==> config.mk <==
export PLATFORM = sky130hd
export DESIGN_NAME = sdram_init_refresh_seq
export DESIGN_NICKNAME = d
export VERILOG_FILES = /design/src/rtl/sdr_seq_pkg.sv /design/src/rtl/sdr_delay_counter.sv /design/src/rtl/sdr_refresh_timer.sv /design/src/rtl/sdr_cmd_fsm.sv /design/src/rtl/sdram_init_refresh_seq.sv
export SDC_FILE = /design/constraint.sdc
export NUM_CORES = 1
export LEC_CHECK = 0
export BUFFER_PORTS_ARGS = -buffer_cell sky130_fd_sc_hd__buf_2
export CAP_MARGIN = 20
export CORE_ASPECT_RATIO = 1.25
export CORE_MARGIN = 10
export CORE_UTILIZATION = 52
export CTS_BUF_LIST = sky130_fd_sc_hd__clkbuf_16
export DETAILED_ROUTE_END_ITERATION = 12
export GPL_TIMING_DRIVEN = 0
export PLACE_DENSITY = 0.74
export SYNTH_ARGS = -nofsm -noshare
export SYNTH_HDL_FRONTEND = slang
export SYNTH_SLANG_ARGS = --single-unit
==> constraint.sdc <==
create_clock -name clk -period 2.05 [get_ports clk]
set_input_delay 0.41 -clock clk [delete_from_list [all_inputs] [get_ports clk]]
set_output_delay 0.41 -clock clk [all_outputs]
set_load 0.005 [all_outputs]
==> src/rtl/sdr_seq_pkg.sv <==
`timescale 1ns/1ps
package sdr_seq_pkg;

  // {cs_n, ras_n, cas_n, we_n}
  typedef enum logic [3:0] {
    CMD_LMR  = 4'b0000,
    CMD_AREF = 4'b0001,
    CMD_PRE  = 4'b0010,
    CMD_NOP  = 4'b0111
  } sdr_cmd_e;

  typedef enum logic [2:0] {
    ST_POWERUP,
    ST_INIT_REF,
    ST_LOAD_MODE,
    ST_RUN,
    ST_RF_AREF,
    ST_RF_HOLD
  } seq_state_e;

  localparam int PRE_ALL_BIT = 10;

  // Smallest cycle count covering at least t_ps (never below one).
  function automatic int cycles_at_least(longint t_ps, longint clk_ps);
    longint n;
    n = (t_ps + clk_ps - 1) / clk_ps;
    if (n < 1) n = 1;
    return int'(n);
  endfunction

  // Largest cycle count not exceeding t_ps (never below one).
  function automatic int cycles_at_most(longint t_ps, longint clk_ps);
    longint n;
    n = t_ps / clk_ps;
    if (n < 1) n = 1;
    return int'(n);
  endfunction

  // Mode word: burst length 1, sequential, CAS latency in bits 6:4.
  function automatic logic [15:0] mode_word(int cas_lat);
    logic [15:0] w;
    w = '0;
    w[6:4] = 3'(cas_lat);
    return w;
  endfunction

endpackage

==> src/rtl/sdr_delay_counter.sv <==
`timescale 1ns/1ps
module sdr_delay_counter #(
  parameter int W = 8,
  parameter logic [W-1:0] RST_VAL = '0
) (
  input  logic         clk,
  input  logic         rst_n,
  input  logic         load,
  input  logic [W-1:0] load_val,
  output logic         zero
);
  logic [W-1:0] cnt;

  always_ff @(posedge clk or negedge rst_n) begin
    if (!rst_n)           cnt <= RST_VAL;
    else if (load)        cnt <= load_val;
    else if (cnt != '0)   cnt <= cnt - 1'b1;
  end

  assign zero = (cnt == '0);
endmodule

==> src/rtl/sdr_refresh_timer.sv <==
`timescale 1ns/1ps
module sdr_refresh_timer #(
  parameter int REF_CYC  = 781,
  parameter int PEND_MAX = 3,
  parameter int PW       = 2
) (
  input  logic          clk,
  input  logic          rst_n,
  input  logic          run,
  input  logic          served,
  output logic          tick,
  output logic [PW-1:0] pending
);
  localparam int TW = $clog2(REF_CYC + 1);
  localparam logic [TW-1:0] RELOAD = TW'(REF_CYC - 1);
  localparam logic [PW-1:0] PMAX = PW'(PEND_MAX);

  logic [TW-1:0] cnt;
  logic inc, dec;

  assign tick = run && (cnt == '0);
  assign dec  = served && (pending != '0);
  assign inc  = tick && ((pending != PMAX) || dec);

  always_ff @(posedge clk or negedge rst_n) begin
    if (!rst_n) begin
      cnt <= RELOAD;
    end else if (run) begin
      cnt <= (cnt == '0) ? RELOAD : cnt - 1'b1;
    end
  end

  always_ff @(posedge clk or negedge rst_n) begin
    if (!rst_n) begin
      pending <= '0;
    end else begin
      case ({inc, dec})
        2'b10:   pending <= pending + 1'b1;
        2'b01:   pending <= pending - 1'b1;
        default: pending <= pending;
      endcase
    end
  end
endmodule

==> src/rtl/sdr_cmd_fsm.sv <==
`timescale 1ns/1ps
module sdr_cmd_fsm
  import sdr_seq_pkg::*;
#(
  parameter int ADDR_W    = 12,
  parameter int DW        = 13,
  parameter int PWR_CYC   = 5000,
  parameter int TRP_CYC   = 1,
  parameter int TRFC_CYC  = 4,
  parameter int INIT_REFS = 2,
  parameter logic [ADDR_W-1:0] MODE_WORD = '0
) (
  input  logic              clk,
  input  logic              rst_n,
  input  logic              refresh_req,
  input  logic              refresh_ack,
  output sdr_cmd_e          cmd,
  output logic [ADDR_W-1:0] addr,
  output logic              init_done,
  output logic              served
);
  localparam int RW = $clog2(INIT_REFS + 1);
  localparam logic [DW-1:0] TRP_LD  = DW'(TRP_CYC - 1);
  localparam logic [DW-1:0] TRFC_LD = DW'(TRFC_CYC - 1);
  localparam logic [RW-1:0] REFS_LD = RW'(INIT_REFS);

  seq_state_e        state, state_d;
  logic [RW-1:0]     refs_left, refs_left_d;
  sdr_cmd_e          cmd_d;
  logic [ADDR_W-1:0] addr_d;
  logic              ld, zero, done_set;
  logic [DW-1:0]     ld_val;
  logic [ADDR_W-1:0] pre_all;

  always_comb begin
    pre_all = '0;
    pre_all[PRE_ALL_BIT] = 1'b1;
  end

  sdr_delay_counter #(
    .W       (DW),
    .RST_VAL (DW'(PWR_CYC - 1))
  ) i_gap (
    .clk      (clk),
    .rst_n    (rst_n),
    .load     (ld),
    .load_val (ld_val),
    .zero     (zero)
  );

  always_comb begin
    state_d     = state;
    refs_left_d = refs_left;
    cmd_d       = CMD_NOP;
    addr_d      = '0;
    ld          = 1'b0;
    ld_val      = '0;
    done_set    = 1'b0;
    served      = 1'b0;
    unique case (state)
      ST_POWERUP: if (zero) begin
        cmd_d       = CMD_PRE;
        addr_d      = pre_all;
        ld          = 1'b1;
        ld_val      = TRP_LD;
        refs_left_d = REFS_LD;
        state_d     = ST_INIT_REF;
      end
      ST_INIT_REF: if (zero) begin
        cmd_d       = CMD_AREF;
        ld          = 1'b1;
        ld_val      = TRFC_LD;
        refs_left_d = refs_left - 1'b1;
        if (refs_left == RW'(1)) state_d = ST_LOAD_MODE;
      end
      ST_LOAD_MODE: if (zero) begin
        cmd_d    = CMD_LMR;
        addr_d   = MODE_WORD;
        done_set = 1'b1;
        state_d  = ST_RUN;
      end
      ST_RUN: if (refresh_req && refresh_ack) begin
        cmd_d   = CMD_PRE;
        addr_d  = pre_all;
        ld      = 1'b1;
        ld_val  = TRP_LD;
        state_d = ST_RF_AREF;
      end
      ST_RF_AREF: if (zero) begin
        cmd_d   = CMD_AREF;
        ld      = 1'b1;
        ld_val  = TRFC_LD;
        state_d = ST_RF_HOLD;
      end
      ST_RF_HOLD: if (zero) begin
        served  = 1'b1;
        state_d = ST_RUN;
      end
      default: state_d = ST_POWERUP;
    endcase
  end

  always_ff @(posedge clk or negedge rst_n) begin
    if (!rst_n) begin
      state     <= ST_POWERUP;
      refs_left <= '0;
      cmd       <= CMD_NOP;
      addr      <= '0;
      init_done <= 1'b0;
    end else begin
      state     <= state_d;
      refs_left <= refs_left_d;
      cmd       <= cmd_d;
      addr      <= addr_d;
      if (done_set) init_done <= 1'b1;
    end
  end
endmodule

==> src/rtl/sdram_init_refresh_seq.sv <==
`timescale 1ns/1ps
module sdram_init_refresh_seq
  import sdr_seq_pkg::*;
#(
  parameter int     ADDR_W       = 12,
  parameter longint T_CLK_PS     = 20000,
  parameter longint T_POWERUP_PS = 100000000,
  parameter longint T_REFRESH_PS = 15625000,
  parameter longint T_RFC_PS     = 70000,
  parameter longint T_RP_PS      = 20000,
  parameter int     INIT_REFS    = 2,
  parameter int     CAS_LAT      = 3,
  parameter int     PEND_MAX     = 3
) (
  input  logic              clk,
  input  logic              rst_n,
  input  logic              refresh_ack,
  output logic              cs_n,
  output logic              ras_n,
  output logic              cas_n,
  output logic              we_n,
  output logic [ADDR_W-1:0] addr,
  output logic              init_done,
  output logic              refresh_req
);
  localparam int PWR_CYC  = cycles_at_least(T_POWERUP_PS, T_CLK_PS);
  localparam int TRP_CYC  = cycles_at_least(T_RP_PS, T_CLK_PS);
  localparam int TRFC_CYC = cycles_at_least(T_RFC_PS, T_CLK_PS);
  localparam int REF_CYC  = cycles_at_most(T_REFRESH_PS, T_CLK_PS);
  localparam int DMAX     = (PWR_CYC > TRFC_CYC) ?
                            ((PWR_CYC > TRP_CYC) ? PWR_CYC : TRP_CYC) :
                            ((TRFC_CYC > TRP_CYC) ? TRFC_CYC : TRP_CYC);
  localparam int DW       = $clog2(DMAX + 1);
  localparam int PW       = $clog2(PEND_MAX + 1);
  localparam logic [15:0] MODE16 = mode_word(CAS_LAT);
  localparam logic [ADDR_W-1:0] MODE_WORD = MODE16[ADDR_W-1:0];

  // Named internal events, observed by the bound checker.
  sdr_cmd_e      cmd_w;
  logic          timer_tick;
  logic          refresh_served;
  logic [PW-1:0] pending_cnt;

  sdr_cmd_fsm #(
    .ADDR_W    (ADDR_W),
    .DW        (DW),
    .PWR_CYC   (PWR_CYC),
    .TRP_CYC   (TRP_CYC),
    .TRFC_CYC  (TRFC_CYC),
    .INIT_REFS (INIT_REFS),
    .MODE_WORD (MODE_WORD)
  ) i_fsm (
    .clk         (clk),
    .rst_n       (rst_n),
    .refresh_req (refresh_req),
    .refresh_ack (refresh_ack),
    .cmd         (cmd_w),
    .addr        (addr),
    .init_done   (init_done),
    .served      (refresh_served)
  );

  sdr_refresh_timer #(
    .REF_CYC  (REF_CYC),
    .PEND_MAX (PEND_MAX),
    .PW       (PW)
  ) i_timer (
    .clk     (clk),
    .rst_n   (rst_n),
    .run     (init_done),
    .served  (refresh_served),
    .tick    (timer_tick),
    .pending (pending_cnt)
  );

  assign refresh_req = (pending_cnt != '0);
  assign {cs_n, ras_n, cas_n, we_n} = cmd_w;
endmodule

== Yosys cells after proc, flatten, opt, wreduce, memory -nomap -nowiden ==
Cells that the tools add are included.
Storage, ports and cells
  word-level logic and storage cells: 76
  bits in registers: 47
Cells by class
  eq/ne operators: 15
  reduce and logical (&&, ||, !) cells: 18
  mux-type cells: 30
  add/subtract/negate cells: 5
Operators with widths (count)
  $mux 13: 3
  $pmux 12 s3: 1
  $mux 3: 10
  $mux 11: 2
  $pmux 4 s4: 1
  $pmux 3 s5: 1
  $logic_not 13->1: 1
  $reduce_bool 13->1: 1
  $sub 13x1->13 const B: 1
  $logic_not 10->1: 1
  $mux 10: 1
  $sub 10x1->10 const B: 1
  $ne 2x2->1 const B: 4
  $pmux 2 s2: 2
  $reduce_bool 2->1: 4
  $eq 3x2->1 const B: 2
  $eq 3x3->1 const B: 2
  $mux 2: 3
  $mux 6: 1
  $ne 2x1->1 const B: 3
  $reduce_and 6->1: 1
  $eq 2x1->1 const B: 2
  $logic_and 1x1->1: 4
  $mux 1: 4
  10 further kinds: 12

== Logic depth before layout (Yosys ltp) ==
  word-level depth: 8
  depth in mapped cells: 8
  depth with buffers taken out: 6

== Hierarchy ==
From an unflattened synthesis, not the netlist that was laid out.
Second synthesis, totals
  cells, all modules: 217
  area, all modules: 2128.3 µm²
By module, submodules not included
  sdr_delay_counter: times used 1, cells each 82, area an instance 775.7 µm², sequential area each 334.1 µm²
  sdr_refresh_timer: times used 1, cells each 69, area an instance 693.2 µm², sequential area each 305.3 µm²
  sdr_cmd_fsm: times used 1, cells each 65, area an instance 653.1 µm², sequential area each 279.0 µm²
  sdram_init_refresh_seq: times used 1, cells each 1, area an instance 6.3 µm², sequential area each 0.0 µm²

== Least setup slack after synthesis ==
Ideal clock, no wire load.
  path type: reg2reg
  from: register i_fsm.i_gap.cnt[0]
  to: register i_fsm.i_gap.cnt[5]
  clock period less this slack: 2.105 ns
  cell stages (with the launch flop): 8
  path slack: -0.055 ns
  arrival: 2.011 ns
  library setup time: 0.094 ns
  cell sequence: dfstp_2 inv_1 ha_1 or3b_2 buf_2 nor4_4 or4_2 a211oi_1
On the way
  word-level cells in the longest chain between the ends: 4
  elaborated cells between the ends (all ways): 8
  classes of those cells: add/sub: 1; mux: 4; reduce/logical: 3
RTL lines
  start, declared: line sdr_delay_counter.sv:12  | logic [W-1:0] cnt;
  start signal, assigned: line sdr_delay_counter.sv:16  | else if (load) cnt <= load_val;
  start signal, assigned: line sdr_delay_counter.sv:17  | else if (cnt != '0) cnt <= cnt - 1'b1;
  parallel branches: the longest is 4 deep, another holds $sub 13x1->13
Parallel ways; which one is timed is not known. The select of a mux whose other input is x is not followed.
A chain may end at the register's enable or synchronous reset.

== Final worst setup path ==
Ends and elaborated chain as after synthesis.

==> impl_metrics.env <==
export IMPL_status="completed"
export IMPL_tightest_slew_ns=0.811
export IMPL_fin_cells=315
export IMPL_period_needed_ns=2.02
export IMPL_first_iter_violations=77
export IMPL_core_area_mm2=0.00385
export IMPL_ir_drop_mv=0.405
export IMPL_cp_required_ns=2.25
export IMPL_worstPathArrival_ns=2.22
export IMPL_antenna_found_initial=0
export IMPL_cts_sinks=36
export IMPL_num_rows=25
export IMPL_critPathCaptureType="register"
export IMPL_grt_overflow=0
export IMPL_synth_compound_area_share_pct=13.4
export IMPL_syn2layout_area_growth_pct=27.5
export IMPL_min_path_type="input pin to async pin"
export IMPL_ant_nets=0
export IMPL_synthAdderAreaFrac_pct=2.37
export IMPL_clk_path_buf_depth=2
export IMPL_cts_buffers=5
export IMPL_path_max_fanout=4
export IMPL_htreeDepth=2
export IMPL_synth_edf_count=0
export IMPL_p_per_area_mw_per_mm2=593
export IMPL_hold_violations=0
export IMPL_grt_pass1_vias=1710
export IMPL_post_route_util_pct=70.0
export IMPL_rsz0062_at_grt="yes"
export IMPL_final_layout_size_suffix_gt1_share_pct=38.7
export IMPL_first_pass_iters=4
export IMPL_cts_tree="done"
export IMPL_synth_mux_area_share_pct=2.07
export IMPL_wire_per_inst_um=14.7
export IMPL_netlist_area_mm2=0.00211
export IMPL_synth_simple_gate_area_share_pct=25.4
export IMPL_drc=0
export IMPL_synthTopCellsByArea="dfrtp_1, dfstp_2, nor3_1"
export IMPL_vias=1787
export IMPL_clkTransAtPathRegs_ns=0.06
export IMPL_track_usage_pct=13.3
export IMPL_io_pins=21
export IMPL_vias_per_cell=5.67
export IMPL_synth_cell_types=51
export IMPL_setup_violations=0
export IMPL_fillerInstances=311
export IMPL_grt_pass1_wl_um=7890
export IMPL_gp_congestion=0.809
export IMPL_r2r_end="i_fsm.i_gap.cnt[5]$_DFFE_PN0P_"
export IMPL_maxUsedRoutingLayer="met4"
export IMPL_multi_input_area_mm2=0.00115
export IMPL_port_buffers=10
export IMPL_max_freq_mhz=495
export IMPL_hpwl_um=2970
export IMPL_yosysWarnings=0
export IMPL_post_route_period_util_pct=98.6
export IMPL_syn_avg_cell_area_um2=9.96
export IMPL_hold_worst_slack_ns=0.222
export IMPL_leakage_nw=1.14
export IMPL_initial_core_util_pct=54.9
export IMPL_slew_viol_final=0
export IMPL_ys_seq_elements=36
export IMPL_wl_um=4630
export IMPL_timing_reg2reg_setup_slack_ns=0.03
export IMPL_regArea_um2=920
export IMPL_synth_main_ff_cell="dfrtp_1"
export IMPL_drv_cap=0
export IMPL_antenna_cells=0
export IMPL_root_buffer="clkbuf_16"
export IMPL_synth_top_family_by_area="simple AND/OR/NAND/NOR gates"
export IMPL_critical_path_class="register to register"
export IMPL_layout_nets=267
export IMPL_rr_startpoint="i_fsm.i_gap.cnt[0]$_DFFE_PN1P_"
export IMPL_wl_met2_um=2540
export IMPL_dieArea_mm2=0.00702
export IMPL_synth_top_area_cell="dfrtp_1"
export IMPL_ys_seq_area_share_pct=43.5
export IMPL_clk_latency_ns=0.28
export IMPL_slew_headroom_pct=45.9
export IMPL_fin_worst_skew_ns=0.00171
export IMPL_yosysTopAreaCellShare_pct=26.1
export IMPL_reg2regPathDepth=8
export IMPL_wl_met3_um=153
export IMPL_synth_xor_area_share_pct=4.98
export IMPL_synth_async_reset_ratio_pct=100
export IMPL_fp_dieH_um=91.2
export IMPL_grt_max_degree=37
export IMPL_numPlacedInstances=285
export IMPL_postSynthCellCount=212
export IMPL_wl_met1_um=1830
export IMPL_startpoint_type="register"
export IMPL_die_w_um=77.0
flip-flops by register name, summed over array words and instances, names as in the netlist:
name / flops
i_fsm.i_gap.cnt: 13
i_timer.cnt: 10
i_fsm.cmd: 3
i_fsm.state: 3
i_fsm.addr: 2
i_fsm.refs_left: 2
i_timer.pending: 2
i_fsm.init_done: 1
final cells by class:
class                   instances  area share (%)
clock inverters                 3            1.39
plain buffers                  18            5.07
inverters                       9            1.26
flip-flops and latches         36            34.2
repair buffers                 33            8.28
multi-input cells             157            42.7
clock buffers                   5            4.65
well taps                      54            2.51
timing repair:
action                                  CTS  global route
gates resized for setup                   9             5
pin swaps                                 3            10
cloned                                    0             0
endpoints found under the setup margin   27            16
hold endpoints to repair                  0             0
setup buffers                            11            12
hold buffers                              0             0
layout by cell type, fill, tap and decap left out, types with 3 or more instances in the layout:
cell type  Yosys  routed
dfrtp_1       22      21
buf_4         11      34
ha_1           4       3
a211oi_1       4       3
clkbuf_1       5       4
xnor2_1        4       4
inv_1          9       7
a21oi_1        6       6
o21ai_0       13      13
nor4_4         3       3
nor2_1        12      12
nand4_1        4       4
nor3_1        17      10
nand2_1       15      15
buf_2          1      10
nand3b_1       4       4
nor4_1         6       5
clkbuf_16      0       5
dfstp_2       14      14
xor2_1         8       8
or4_1          3       3
conb_1         1      10
nor3_2         0       6
o31ai_1        3       3
nand2b_1       4       4
kinds of logic (layout without fill, tap and decap cells):
| logic type | Yosys count | count (layout) |
|---|---|---|
| xor gates and xnor gates | 12 | 12 |
| other | 1 | 10 |
| and+or+nand+nor | 86 | 86 |
| DFF | 36 | 36 |
| AOI/OAI and AO/OA | 41 | 41 |
| adders and majority gates | 4 | 4 |
| buffers and inverters | 28 | 68 |
| muxes | 4 | 4 |
synthesized netlist by cell type, drive strengths merged, types with 3 or more instances:
cell,n
a211oi,4
a21oi,6
buf,14
clkbuf,5
dfrtp,22
dfstp,14
ha,4
inv,9
mux2,3
nand2,15
nand2b,4
nand3b,4
nand4,4
nor2,12
nor3,17
nor3b,3
nor4,9
o21ai,13
o21bai,3
o31ai,3
or4,6
xnor2,4
xor2,8
routing by layer:
metal / GRT usage, % / vias up
li1: - / 854
met1: 14.2 / 874
met5: 0 / -
met3: 2.47 / 15
met4: 5.64 / 0
met2: 24.8 / 44
through the flow:
stage | instance area (µm²) | setup TNS, ns | power [mW] | setup WS, ns
2_1_floorplan | 2190 | -0.233 | 0.742 | -0.0420
3_3_place_gp | 2310 | -5.80 | 0.758 | -0.428
3_5_place_dp | 2310 | -6.48 | 0.758 | -0.433
4_1_cts | 2580 | 0 | 1.61 | 0.00187
5_1_grt | 2690 | -0.121 | 1.64 | -0.0441
6_report | 2690 | 0 | 1.60 | 0.0282
worst max path at each step:
| stage | endpoint | slack (ns) | cells after the start | start |
|---|---|---|---|---|
| 2_1_floorplan | i_fsm.i_gap.cnt[10]$_DFFE_PN0P_ | -0.04 | 8 | i_fsm.i_gap.cnt[1]$_DFFE_PN1P_ |
| 3_3_place_gp | i_fsm.i_gap.cnt[11]$_DFFE_PN0P_ | -0.43 | 7 | i_fsm.i_gap.cnt[1]$_DFFE_PN1P_ |
| 3_5_place_dp | i_fsm.i_gap.cnt[4]$_DFFE_PN0P_ | -0.43 | 7 | i_fsm.i_gap.cnt[1]$_DFFE_PN1P_ |
| 4_1_cts | i_fsm.i_gap.cnt[5]$_DFFE_PN0P_ | 0.002 | 8 | i_fsm.i_gap.cnt[0]$_DFFE_PN1P_ |
| 5_1_grt | i_fsm.i_gap.cnt[5]$_DFFE_PN0P_ | -0.04 | 8 | i_fsm.i_gap.cnt[1]$_DFFE_PN1P_ |
| 6_report | i_fsm.i_gap.cnt[5]$_DFFE_PN0P_ | 0.03 | 8 | i_fsm.i_gap.cnt[0]$_DFFE_PN1P_ |
worst max-delay path, stage by stage (launching register included):
cell and delay, ns:
dfstp_2 0.53, inv_2 0.05, ha_4 0.16, or3b_4 0.27, nor4_4 0.04, buf_4 0.14
buf_4 0.13, or4_4 0.41, a211oi_2 0.21
power breakdown:
group,switching (mW),internal (mW)
Sequential,0,0.712
Combinational,0.0209,0.0133
Clock,0.285,0.565
No activity file was read; power rests on OpenSTA's default activity.
